**config.mk**
```make
export PLATFORM = sky130hd
export DESIGN_NAME = dram_seq_ctrl
export DESIGN_NICKNAME = d
export VERILOG_FILES = /design/src/rtl/dram_seq_pkg.sv /design/src/rtl/dram_refresh_timer.sv /design/src/rtl/dram_addr_split.sv /design/src/rtl/dram_seq_ctrl.sv
export SDC_FILE = /design/constraint.sdc
export NUM_CORES = 1
export LEC_CHECK = 0
export BUFFER_PORTS_ARGS = -buffer_cell sky130_fd_sc_hd__clkbuf_2
export CAP_MARGIN = 20
export CORE_UTILIZATION = 52
export CTS_BUF_LIST = sky130_fd_sc_hd__clkbuf_8
export CTS_CLUSTER_SIZE = 20
export DETAILED_ROUTE_END_ITERATION = 8
export GPL_TIMING_DRIVEN = 0
export HOLD_SLACK_MARGIN = 0.03
export PLACE_DENSITY = 0.75
export SYNTH_ARGS = -nofsm -noshare
export SYNTH_HDL_FRONTEND = slang
export SYNTH_SLANG_ARGS = --single-unit
```
**constraint.sdc**
```tcl
create_clock -name clk -period 2.6 [get_ports clk]
set_clock_uncertainty 0.05 [all_clocks]
set_input_delay 0.26 -clock clk [delete_from_list [all_inputs] [get_ports clk]]
set_output_delay 0.26 -clock clk [all_outputs]
set_load 0.02 [all_outputs]
```
**src/rtl/dram_seq_pkg.sv**
```systemverilog
package dram_seq_pkg;

    typedef enum logic [3:0] {
        ST_PAUSE,
        ST_CBR_CAS,
        ST_CBR_RAS,
        ST_PRECH,
        ST_IDLE,
        ST_RSETUP,
        ST_ROW,
        ST_COL,
        ST_STROBE
    } seq_state_e;

    // Ceiling division of a nanosecond interval by the clock period, never below one cycle.
    function automatic int ns2cyc(input int ns, input int clk_ns);
        if (ns <= 0) return 1;
        return (ns + clk_ns - 1) / clk_ns;
    endfunction

    function automatic int imax(input int a, input int b);
        return (a > b) ? a : b;
    endfunction

endpackage

```
**src/rtl/dram_refresh_timer.sv**
```systemverilog
module dram_refresh_timer #(
    parameter int INTERVAL_CYC = 3900
) (
    input  logic clk,
    input  logic rst_n,
    input  logic enable,
    input  logic ack,
    output logic pending
);
    localparam int CW = $clog2(INTERVAL_CYC + 1);

    typedef struct packed {
        logic [CW-1:0] cnt;
        logic          pend;
    } tmr_t;

    tmr_t q, d;

    always_comb begin
        d = q;
        if (ack) d.pend = 1'b0;
        if (!enable) begin
            d.cnt = '0;
        end else if (q.cnt == CW'(INTERVAL_CYC - 1)) begin
            d.cnt  = '0;
            d.pend = 1'b1;
        end else begin
            d.cnt = q.cnt + 1'b1;
        end
    end

    always_ff @(posedge clk or negedge rst_n) begin
        if (!rst_n) q <= '0;
        else        q <= d;
    end

    assign pending = q.pend;

    // a due refresh is remembered until the sequencer takes it
    p_pend_kept_r10: assert property (@(posedge clk) disable iff (!rst_n)
        (pending && !ack) |=> pending);
    // the sequencer only acknowledges a refresh that was requested
    p_ack_valid_r9: assert property (@(posedge clk) disable iff (!rst_n)
        ack |-> pending);

endmodule

```
**src/rtl/dram_addr_split.sv**
```systemverilog
module dram_addr_split #(
    parameter int ADDR_W = 21,
    parameter int ROW_W  = 11,
    parameter int COL_W  = 10
) (
    input  logic [ADDR_W-1:0] addr,
    output logic [ROW_W-1:0]  row,
    output logic [COL_W-1:0]  col
);
    // row is the upper field, column the lower field
    assign row = addr[ADDR_W-1 -: ROW_W];
    assign col = addr[COL_W-1:0];

    initial begin
        a_split_width_r4: assert (ROW_W + COL_W == ADDR_W);
    end
endmodule

```
**src/rtl/dram_seq_ctrl.sv**
```systemverilog
module dram_seq_ctrl
    import dram_seq_pkg::*;
#(
    parameter int ADDR_W        = 21,
    parameter int ROW_W         = 11,
    parameter int COL_W         = 10,
    parameter int DATA_W        = 8,
    parameter int CLK_NS        = 4,
    parameter int T_PAUSE_NS    = 200000,
    parameter int WAKE_CYCLES   = 8,
    parameter int T_REFI_NS     = 15600,
    parameter int T_RP_NS       = 40,
    parameter int T_RAS_NS      = 60,
    parameter int T_ASR_NS      = 0,
    parameter int T_RAH_NS      = 10,
    parameter int T_ASC_NS      = 0,
    parameter int T_TRANS_NS    = 2,
    parameter int T_CAS_NS      = 15,
    parameter int T_CAC_NS      = 15,
    parameter int T_AA_NS       = 30,
    parameter int T_RAC_NS      = 60,
    parameter int T_WCS_NS      = 0,
    parameter int T_WCH_NS      = 10,
    parameter int T_CSR_NS      = 5,
    parameter int T_CHR_NS      = 10,
    parameter int MARGIN_CYC    = 1
) (
    input  logic              clk,
    input  logic              rst_n,
    input  logic              req_valid,
    output logic              req_ready,
    input  logic              req_write,
    input  logic [ADDR_W-1:0] req_addr,
    input  logic [DATA_W-1:0] req_wdata,
    output logic              rsp_valid,
    output logic [DATA_W-1:0] rsp_rdata,
    output logic              dram_ras_n,
    output logic              dram_cas_n,
    output logic              dram_we_n,
    output logic              dram_oe_n,
    output logic [((ROW_W > COL_W) ? ROW_W : COL_W)-1:0] dram_addr,
    output logic [DATA_W-1:0] dram_dq_out,
    output logic              dram_dq_oe,
    input  logic [DATA_W-1:0] dram_dq_in
);
    localparam int AW         = (ROW_W > COL_W) ? ROW_W : COL_W;
    localparam int PAUSE_CYC  = ns2cyc(T_PAUSE_NS, CLK_NS);
    localparam int REFI_CYC   = ns2cyc(T_REFI_NS, CLK_NS);
    localparam int RP_CYC     = ns2cyc(T_RP_NS, CLK_NS);
    localparam int RSU_CYC    = ns2cyc(T_ASR_NS, CLK_NS);
    localparam int ROW_CYC    = ns2cyc(T_RAH_NS, CLK_NS);
    localparam int COLSU_CYC  = imax(ns2cyc(2 * T_TRANS_NS + T_ASC_NS, CLK_NS),
                                     ns2cyc(T_WCS_NS, CLK_NS));
    localparam int RCD_CYC    = ROW_CYC + COLSU_CYC;
    localparam int RAS_CYC    = ns2cyc(T_RAS_NS, CLK_NS);
    localparam int CSR_CYC    = ns2cyc(T_CSR_NS, CLK_NS);
    localparam int CBR_CYC    = imax(RAS_CYC, ns2cyc(T_CHR_NS, CLK_NS));
    localparam int ACC_CYC    = imax(imax(ns2cyc(T_CAC_NS, CLK_NS), ns2cyc(T_AA_NS, CLK_NS)),
                                     imax(ns2cyc(T_RAC_NS, CLK_NS) - RCD_CYC, 1));
    localparam int HOLD_CYC   = imax(imax(ns2cyc(T_CAS_NS, CLK_NS), ns2cyc(T_WCH_NS, CLK_NS)),
                                     imax(RAS_CYC - RCD_CYC, 1));
    localparam int STROBE_CYC = imax(ACC_CYC, HOLD_CYC) + MARGIN_CYC;
    localparam int MAX_CYC    = imax(imax(PAUSE_CYC, CBR_CYC), imax(STROBE_CYC, RP_CYC));
    localparam int CNT_W      = $clog2(MAX_CYC + 1);
    localparam int WAKE_W     = $clog2(WAKE_CYCLES + 1);

    typedef struct packed {
        seq_state_e        st;
        logic [CNT_W-1:0]  cnt;
        logic [WAKE_W-1:0] wake;
        logic              init;
        logic              ras_n;
        logic              cas_n;
        logic              we_n;
        logic              oe_n;
        logic [AW-1:0]     addr;
        logic [DATA_W-1:0] wdata;
        logic              dq_oe;
        logic              is_wr;
        logic [COL_W-1:0]  col;
        logic              rsp_v;
        logic [DATA_W-1:0] rdata;
    } seq_regs_t;

    seq_regs_t q, d;

    logic             ref_pend;
    logic             ref_ack;
    logic [ROW_W-1:0] req_row;
    logic [COL_W-1:0] req_col;
    logic             last;

    dram_addr_split #(.ADDR_W(ADDR_W), .ROW_W(ROW_W), .COL_W(COL_W)) u_split (
        .addr (req_addr),
        .row  (req_row),
        .col  (req_col)
    );

    dram_refresh_timer #(.INTERVAL_CYC(REFI_CYC)) u_refresh (
        .clk     (clk),
        .rst_n   (rst_n),
        .enable  (q.init),
        .ack     (ref_ack),
        .pending (ref_pend)
    );

    assign last      = (q.cnt == '0);
    assign req_ready = (q.st == ST_IDLE) && q.init && !ref_pend;

    always_comb begin
        d       = q;
        d.rsp_v = 1'b0;
        ref_ack = 1'b0;
        if (!last) d.cnt = q.cnt - 1'b1;
        case (q.st)
            ST_PAUSE: if (last) begin
                d.st    = ST_CBR_CAS;
                d.cas_n = 1'b0;
                d.cnt   = CNT_W'(CSR_CYC - 1);
            end
            ST_CBR_CAS: if (last) begin
                d.st    = ST_CBR_RAS;
                d.ras_n = 1'b0;
                d.cnt   = CNT_W'(CBR_CYC - 1);
            end
            ST_CBR_RAS: if (last) begin
                d.st    = ST_PRECH;
                d.ras_n = 1'b1;
                d.cas_n = 1'b1;
                d.cnt   = CNT_W'(RP_CYC - 1);
                if (!q.init) d.wake = q.wake + 1'b1;
            end
            ST_PRECH: if (last) begin
                d.st   = ST_IDLE;
                d.init = q.init | (q.wake >= WAKE_W'(WAKE_CYCLES));
            end
            ST_IDLE: begin
                if (!q.init || ref_pend) begin
                    d.st    = ST_CBR_CAS;
                    d.cas_n = 1'b0;
                    d.cnt   = CNT_W'(CSR_CYC - 1);
                    ref_ack = q.init;
                end else if (req_valid) begin
                    d.st    = ST_RSETUP;
                    d.addr  = AW'(req_row);
                    d.col   = req_col;
                    d.is_wr = req_write;
                    d.wdata = req_wdata;
                    d.cnt   = CNT_W'(RSU_CYC - 1);
                end
            end
            ST_RSETUP: if (last) begin
                d.st    = ST_ROW;
                d.ras_n = 1'b0;
                d.cnt   = CNT_W'(ROW_CYC - 1);
            end
            ST_ROW: if (last) begin
                d.st    = ST_COL;
                d.addr  = AW'(q.col);
                d.we_n  = !q.is_wr;
                d.dq_oe = q.is_wr;
                d.cnt   = CNT_W'(COLSU_CYC - 1);
            end
            ST_COL: if (last) begin
                d.st    = ST_STROBE;
                d.cas_n = 1'b0;
                d.oe_n  = q.is_wr;
                d.cnt   = CNT_W'(STROBE_CYC - 1);
            end
            ST_STROBE: if (last) begin
                d.st    = ST_PRECH;
                d.ras_n = 1'b1;
                d.cas_n = 1'b1;
                d.oe_n  = 1'b1;
                d.we_n  = 1'b1;
                d.dq_oe = 1'b0;
                d.cnt   = CNT_W'(RP_CYC - 1);
                if (!q.is_wr) begin
                    d.rsp_v = 1'b1;
                    d.rdata = dram_dq_in;
                end
            end
            default: d.st = ST_IDLE;
        endcase
    end

    always_ff @(posedge clk or negedge rst_n) begin
        if (!rst_n) begin
            q       <= '0;
            q.st    <= ST_PAUSE;
            q.cnt   <= CNT_W'(PAUSE_CYC);
            q.ras_n <= 1'b1;
            q.cas_n <= 1'b1;
            q.we_n  <= 1'b1;
            q.oe_n  <= 1'b1;
        end else begin
            q <= d;
        end
    end

    assign dram_ras_n  = q.ras_n;
    assign dram_cas_n  = q.cas_n;
    assign dram_we_n   = q.we_n;
    assign dram_oe_n   = q.oe_n;
    assign dram_addr   = q.addr;
    assign dram_dq_out = q.wdata;
    assign dram_dq_oe  = q.dq_oe;
    assign rsp_valid   = q.rsp_v;
    assign rsp_rdata   = q.rdata;

    // Interval counters watching the pins, used only by the properties below.
    logic [31:0] since_q;
    logic [15:0] ras_low_q, ras_high_q;
    always_ff @(posedge clk or negedge rst_n) begin
        if (!rst_n) begin
            since_q    <= '0;
            ras_low_q  <= '0;
            ras_high_q <= '0;
        end else begin
            if (since_q != '1) since_q <= since_q + 1'b1;
            ras_low_q  <= dram_ras_n ? '0 : ((ras_low_q == '1) ? ras_low_q : ras_low_q + 1'b1);
            ras_high_q <= !dram_ras_n ? '0 : ((ras_high_q == '1) ? ras_high_q : ras_high_q + 1'b1);
        end
    end

    p_pause_r1: assert property (@(posedge clk) disable iff (!rst_n)
        ($fell(dram_ras_n) || $fell(dram_cas_n)) |-> (since_q >= 32'(PAUSE_CYC)));
    p_wake_done_r2: assert property (@(posedge clk) disable iff (!rst_n)
        req_ready |-> (q.wake >= WAKE_W'(WAKE_CYCLES)));
    p_ready_idle_r3: assert property (@(posedge clk) disable iff (!rst_n)
        req_ready |-> (dram_ras_n && dram_cas_n && !ref_pend));
    p_rcd_min_r5: assert property (@(posedge clk) disable iff (!rst_n)
        ($fell(dram_cas_n) && !dram_ras_n) |-> (ras_low_q >= 16'(RCD_CYC)));
    p_we_setup_r6: assert property (@(posedge clk) disable iff (!rst_n)
        ($fell(dram_cas_n) && !dram_we_n) |-> ($past(dram_we_n) == 1'b0));
    p_oe_off_write_r6: assert property (@(posedge clk) disable iff (!rst_n)
        !dram_we_n |-> dram_oe_n);
    p_rsp_pulse_r8: assert property (@(posedge clk) disable iff (!rst_n)
        rsp_valid |=> !rsp_valid);
    p_cbr_order_r9: assert property (@(posedge clk) disable iff (!rst_n)
        ($fell(dram_ras_n) && !dram_cas_n) |-> dram_we_n);
    p_ras_min_r11: assert property (@(posedge clk) disable iff (!rst_n)
        $rose(dram_ras_n) |-> (ras_low_q >= 16'(RAS_CYC)));
    p_rp_min_r11: assert property (@(posedge clk) disable iff (!rst_n)
        $fell(dram_ras_n) |-> (ras_high_q >= 16'(RP_CYC)));

endmodule

```
; Word-level counts from Yosys, hierarchy flattened
; Index checks and enable logic that the tools add are counted.
; W data, S select, Z words.
[classes]
add_sub_neg = 3
order_cmp = 1
n_eq_ne = 23
n_mux = 39
bitwise_logic = 4
reduce_logical = 25
[op_table]
columns = cell, count
row1 = $mux W20, 8
row2 = $pmux W16 S8, 1
row3 = $mux W19, 2
row4 = $pmux W4 S9, 1
row5 = $mux W9, 3
row6 = $mux W12, 2
row7 = $mux W24, 1
row8 = $pmux W11 S2, 1
row9 = $ne A2 B2 Y1 const B, 10
row10 = $eq A4 B3 Y1 const B, 4
row11 = $logic_not A16 Y1, 1
row12 = $mux W16, 1
row13 = $sub A16 B1 Y16 const B, 1
row14 = $reduce_and A3 Y1, 5
row15 = $add A12 B1 Y12 const B, 1
row16 = $eq A12 B12 Y1 const B, 1
row17 = $mux W4, 3
row18 = $mux W11, 1
row19 = $mux W1, 9
row20 = $reduce_and A9 Y1, 1
row21 = $eq A4 B2 Y1 const B, 2
row22 = $reduce_and A4 Y1, 2
row23 = $ne A2 B1 Y1 const B, 3
row24 = $pmux W1 S2, 3
row25 = 20 further kinds, 28
[totals]
reg_bits = 82
in_bits = 41
output_inout_bits = 34
word_cells = 112

; Longest topological paths before layout
[logic_depth]
ltp_word = 7
ltp_mapped = 10

; Cells and area by module
; From an unflattened synthesis, not the netlist that was laid out.
[hier_totals]
cells_unflattened = 443
area_unflattened_um2 = 4471.8
[by_module_without_submodules]
columns = mod, n_inst, cells_each, area_per_inst_um2, seq_area_each_um2
row1 = dram_seq_ctrl, 1, 356, 3652.3, 1739.2
row2 = dram_refresh_timer, 1, 66, 661.9, 325.3
row3 = dram_addr_split, 1, 21, 157.7, 0.0

; Worst setup path after synthesis
; No wires, ideal clock.
[synth_timing]
kind = register -> register
start = register q[49] (netlist bit)
end = register q[49] (netlist bit)
setup_ns = 0.143
t_arrival_ns = 2.120
required_ns = 2.407
slack_ns = 0.287
path_stages_with_launch = 11
n_path_buf = 0
synth_period_minus_slack_ns = 2.313
cell_sequence = dfrtp_1 > inv_1 > ha_1 > or4b_4 > nor4_1 > nand4_1 > ha_1 > nand2_1 > o21ai_0 > a32oi_1 > o221ai_1
[synth_rtl]
columns = item, line
row1 = "start, declared", dram_seq_ctrl.sv:85  ; seq_regs_t q, d;

; Final worst setup path
[layout_timing]
start = register q[49] (netlist bit)
end = register q (netlist bit rsp_rdata[7])
[layout_between]
elab_chain_len = 2
[layout_lines]
columns = item, line
row1 = $logic_not A16 Y1, dram_seq_ctrl.sv:107  ; assign last = (q.cnt == '0);
row2 = $reduce_and A3 Y1 (no line), --
; Every way passes these cells.
; A chain may end at the register's enable or synchronous reset.

==> summary.md <==
| Metric | Value |
|---|---|
| Required @ worst endpoint | `2.79 ns` |
| Number of enable flip-flop cells after synthesis | `0` |
| Clock sink count | `82` |
| Reg-to-reg endpoint | `rsp_rdata[7]$_DFFE_PN0P_` |
| Worst Hold Margin | `about 0.072 ns` |
| Placed cells | `between 500 and 600` |
| Number of distinct standard cells referenced by the synthesized netlist | `53` |
| Hold EP | `q[18]$_DFFE_PN0P_` |
| Critical path startpoint category | `flop` |
| Type of element capturing the critical path | `flop` |
| Critical R2R Launch | `q[49]$_DFF_PN0_` |
| Worst slack at placement | `-0.0889 ns` |
| Deepest clock path buffer count | `2` |
| Area of the core | `~0.0078 mm²` |
| Setup Viol. Count Final | `0` |
| Power per cell area | `450 mW/mm²` |
| Finished layout cell area | `0.00510 mm²` |
| Final-report hold violation count | `0` |
| Hold path startpoint | `req_addr[9]` |
| Sequential fraction of the synthesis area | `around half` |
| Detailed-route vias per instance | `5.42` |
| HPWL after detailed placement | `6490 µm` |
| Antenna violations before repair | `0` |
| Highest clock frequency the design can meet | `just under 400 MHz` |
| Row count | `32` |
| Pins over their slew limit | `0` |
| DRC errors left | `0` |
| Chip width | `around 93 µm` |
| Avg Cell Area, Syn | `roughly 11 µm²` |
| TritonCTS clock tree | `built` |
| Final worst path period share | `97.8%` |
| Outcome | `finished, final reports clean` |
| Gate count of the mapped netlist | `401` |
| IO buf count | `74` |
| Worst Slack Setup Final | `0.0564 ns` |
| Root Buffer | `sky130_fd_sc_hd__clkbuf_8` |
| Cell Count, Final, Fillers Out | `600` |
| Overall Power | `between 0.002 and 0.0025 W` |
| First drt pass iteration count | `4` |
| CP Max Fanout | `8` |
| Share of Yosys cell area claimed by the top area cell type | `a little over two fifths` |
| Leading cell type in the layout, fill and taps excluded | `sky130_fd_sc_hd__clkbuf_2` |
| Insertion delay to the later sink of the worst-skew pair | `0.36 ns` |
| Reg-to-reg setup timing slack | `~0.056 ns` |
| LEAKAGE | `between 2 and 2.5 nW` |
| GRT Util Overall | `between 20% and 30%` |
| Transition time at the pin with the least slew margin | `roughly 0.75 ns` |
| Drt total wl | `just under 9000 µm` |
| Peak supply drop | `approximately 0.37 mV` |
| CP arrival | `~2.7 ns` |
| Ports | `75` |
| Diodes inserted | `0` |
| Number of H-tree levels | `3` |
| Headroom to the max-slew limit | `between 40 and 50%` |
| Synthesized flop and latch total | `82` |
| Proportion of layout cells with a drive suffix above 1 | `roughly two fifths` |
| Period minus WS final | `~2.5 ns` |
| Most area-hungry cell type in the Yosys netlist | `sky130_fd_sc_hd__dfrtp_1` |
| Cell Area, Synth | `between 0.004 and 0.005 mm²` |
| Dominant cells by area after synthesis | `sky130_fd_sc_hd__dfrtp_1, sky130_fd_sc_hd__mux2_2, sky130_fd_sc_hd__dfstp_2` |
| Critical path class | `flop to flop` |
| Clock-pin slew on the worst setup and hold paths | `roughly 0.09 ns` |
| 1st-iter DRT viols | `~260` |
| Hold path depth | `2` |
| Share of flip-flops with an asynchronous set or reset | `100%` |
| Post-DR wirelength/cell | `~15 µm` |
| Number of routed nets with antenna violations | `0` |
| Global placement routability congestion | `0.987` |
| Largest net degree at the start of global routing | `56` |
| Effective utilization at floorplan | `a little over half` |
| Reg2reg path depth | `6` |
| Total of max-cap violations | `0` |
| Area of the die | `about 0.0086 mm²` |
| Global-route wire length before repair | `between 10000 and 15000 µm` |
| Most used cells in the layout excluding fill and tap cells | `sky130_fd_sc_hd__clkbuf_2, sky130_fd_sc_hd__dfrtp_1, sky130_fd_sc_hd__nor2_1` |
| Clock buffer count from CTS | `9` |
| Main synth FF type | `sky130_fd_sc_hd__dfrtp_1` |
| Net count, final | `540` |
| Number of vias in the routed layout | `around 3300` |
| Post-Syn Nets | `approximately 450` |
| Via count of the first global-routing pass | `~3100` |
| Synthesis-to-layout area growth | `18.7%` |
| Warnings from Yosys | `0` |
| Total placed instance area | `~0.0048 mm²` |
| Die Ht | `92.9 µm` |
| Remaining global-route overflow | `0` |
| Type of the tightest min-delay check | `primary input to flop` |
[per-stage QoR]
step / util (%) / setup TNS, ns
3_5_place_dp: 61.5 / -0.0889
2_1_floorplan: - / 0
3_3_place_gp: 61.1 / -0.0207
5_1_grt: 65.0 / -0.0273
6_report: 65.0 / 0
4_1_cts: 64.4 / 0
[state kept, by name, summed over array words and instances, names as in the netlist]
| name | count |
|---|---|
| dram_addr | 11 |
| dram_dq_oe | 1 |
| rsp_valid | 1 |
| dram_cas_n | 1 |
| dram_oe_n | 1 |
| u_refresh.q | 12 |
| q | 36 |
| dram_dq_out | 8 |
| dram_we_n | 1 |
| u_refresh.pending | 1 |
| rsp_rdata | 8 |
| dram_ras_n | 1 |
[worst max-delay path by stage]
| stage | startpoint | end | slack [ns] | cells after the start |
|---|---|---|---|---|
| 6_report | q[49]$_DFF_PN0_ | rsp_rdata[7]$_DFFE_PN0P_ | 0.06 | 6 |
| 5_1_grt | q[49]$_DFF_PN0_ | rsp_rdata[4]$_DFFE_PN0P_ | -0.01 | 6 |
| 4_1_cts | q[49]$_DFF_PN0_ | q[49]$_DFF_PN0_ | 0.03 | 10 |
| 3_5_place_dp | q[49]$_DFF_PN0_ | q[49]$_DFF_PN0_ | -0.09 | 10 |
| 3_3_place_gp | q[49]$_DFF_PN0_ | q[49]$_DFF_PN0_ | -0.02 | 10 |
| 2_1_floorplan | q[49]$_DFF_PN0_ | q[49]$_DFF_PN0_ | 0.29 | 10 |
[cell usage after synthesis (2+ instances only)]
| library cell | n |
|---|---|
| sky130_fd_sc_hd__xor2_1 | 7 |
| sky130_fd_sc_hd__a21o_1 | 2 |
| sky130_fd_sc_hd__mux2i_1 | 4 |
| sky130_fd_sc_hd__nor2b_1 | 6 |
| sky130_fd_sc_hd__and2_1 | 3 |
| sky130_fd_sc_hd__nand3_1 | 17 |
| sky130_fd_sc_hd__a21oi_1 | 14 |
| sky130_fd_sc_hd__nor4b_1 | 4 |
| sky130_fd_sc_hd__nand4b_1 | 2 |
| sky130_fd_sc_hd__nor3_4 | 2 |
| sky130_fd_sc_hd__a32oi_1 | 3 |
| sky130_fd_sc_hd__nor4_1 | 5 |
| sky130_fd_sc_hd__nand3b_1 | 2 |
| sky130_fd_sc_hd__inv_1 | 10 |
| sky130_fd_sc_hd__nand4_1 | 6 |
| sky130_fd_sc_hd__ha_1 | 6 |
| sky130_fd_sc_hd__a211oi_2 | 2 |
| sky130_fd_sc_hd__a31oi_1 | 2 |
| sky130_fd_sc_hd__nor3_1 | 8 |
| sky130_fd_sc_hd__o31ai_1 | 3 |
| sky130_fd_sc_hd__and3_1 | 5 |
| sky130_fd_sc_hd__nand2_1 | 19 |
| sky130_fd_sc_hd__xnor2_1 | 14 |
| sky130_fd_sc_hd__dfrtp_1 | 72 |
| sky130_fd_sc_hd__or2_2 | 2 |
| sky130_fd_sc_hd__o211ai_1 | 3 |
| sky130_fd_sc_hd__mux2_2 | 39 |
| sky130_fd_sc_hd__o22ai_1 | 2 |
| sky130_fd_sc_hd__buf_4 | 28 |
| sky130_fd_sc_hd__a22o_1 | 11 |
| sky130_fd_sc_hd__nor2_1 | 43 |
| sky130_fd_sc_hd__dfstp_2 | 10 |
| sky130_fd_sc_hd__clkbuf_1 | 12 |
| sky130_fd_sc_hd__o21ai_0 | 13 |
| sky130_fd_sc_hd__or3_1 | 2 |
[kinds of logic (layout without fill, tap and decap cells)]
kind of cell               Yosys count  count (layout)  synth area share (%)
AOI/OAI and AO/OA                   61              61                  9.72
DFF                                 82              82                  48.0
xor gates and xnor gates            21              21                  4.28
and+or+nand+nor                    135             135                  17.8
muxes                               43              43                  11.1
adders and majority gates            7               7                  1.98
buffers and inverters               52             149                  7.04
[worst max-delay path: stages (launching register included)]
cell and delay [ns]:
sky130_fd_sc_hd__dfrtp_1 0.39, sky130_fd_sc_hd__inv_2 0.08, sky130_fd_sc_hd__ha_2 0.18, sky130_fd_sc_hd__nor4b_1 0.43, sky130_fd_sc_hd__nand4_1 0.41, sky130_fd_sc_hd__nor3_4 0.50, sky130_fd_sc_hd__mux2_2 0.40
[where the power goes]
| group | switching (W) | leakage (nW) | internal [W] |
|---|---|---|---|
| combinational | 0.0000325 | 1.30 | 0.0000272 |
| clock | 0.000481 | 0.103 | 0.000480 |
| sequential | 0 | 1.06 | 0.00127 |
| total | 0.000513 | 2.47 | 0.00178 |
[cell type report]
type / count / area [µm²]
plain buffers: 42 / 265
clock buffers: 10 / 138
clock inverters: 6 / 72.6
fillers: 637 / 2750
inverters: 10 / 37.5
multi-input cells: 267 / 1950
flip-flops and latches: 82 / 2060
well taps: 102 / 128
repair buffers: 81 / 448
[what timing repair did]
| item | 4_1_cts | 5_1_grt |
|---|---|---|
| hold endpoints to repair | 23 | 0 |
| buffers inserted | 1 | 4 |
| hold buffers | 1 | 0 |
| pin swaps | 1 | 4 |
| setup endpoints to repair | 1 | 27 |
| resized for setup | 0 | 7 |
[per-layer routing]
metal | part of all wire, % | vias up | global-route usage, %
met3 | 5.8 | 11 | 5.34
met5 | 0 | - | 0
met1 | 44 | 1557 | 27.9
met4 | 1.1 | 0 | 7.82
met2 | 49 | 101 | 35.2
li1 | - | 1584 | -
Note: power is estimated with default switching activity, not from simulation.
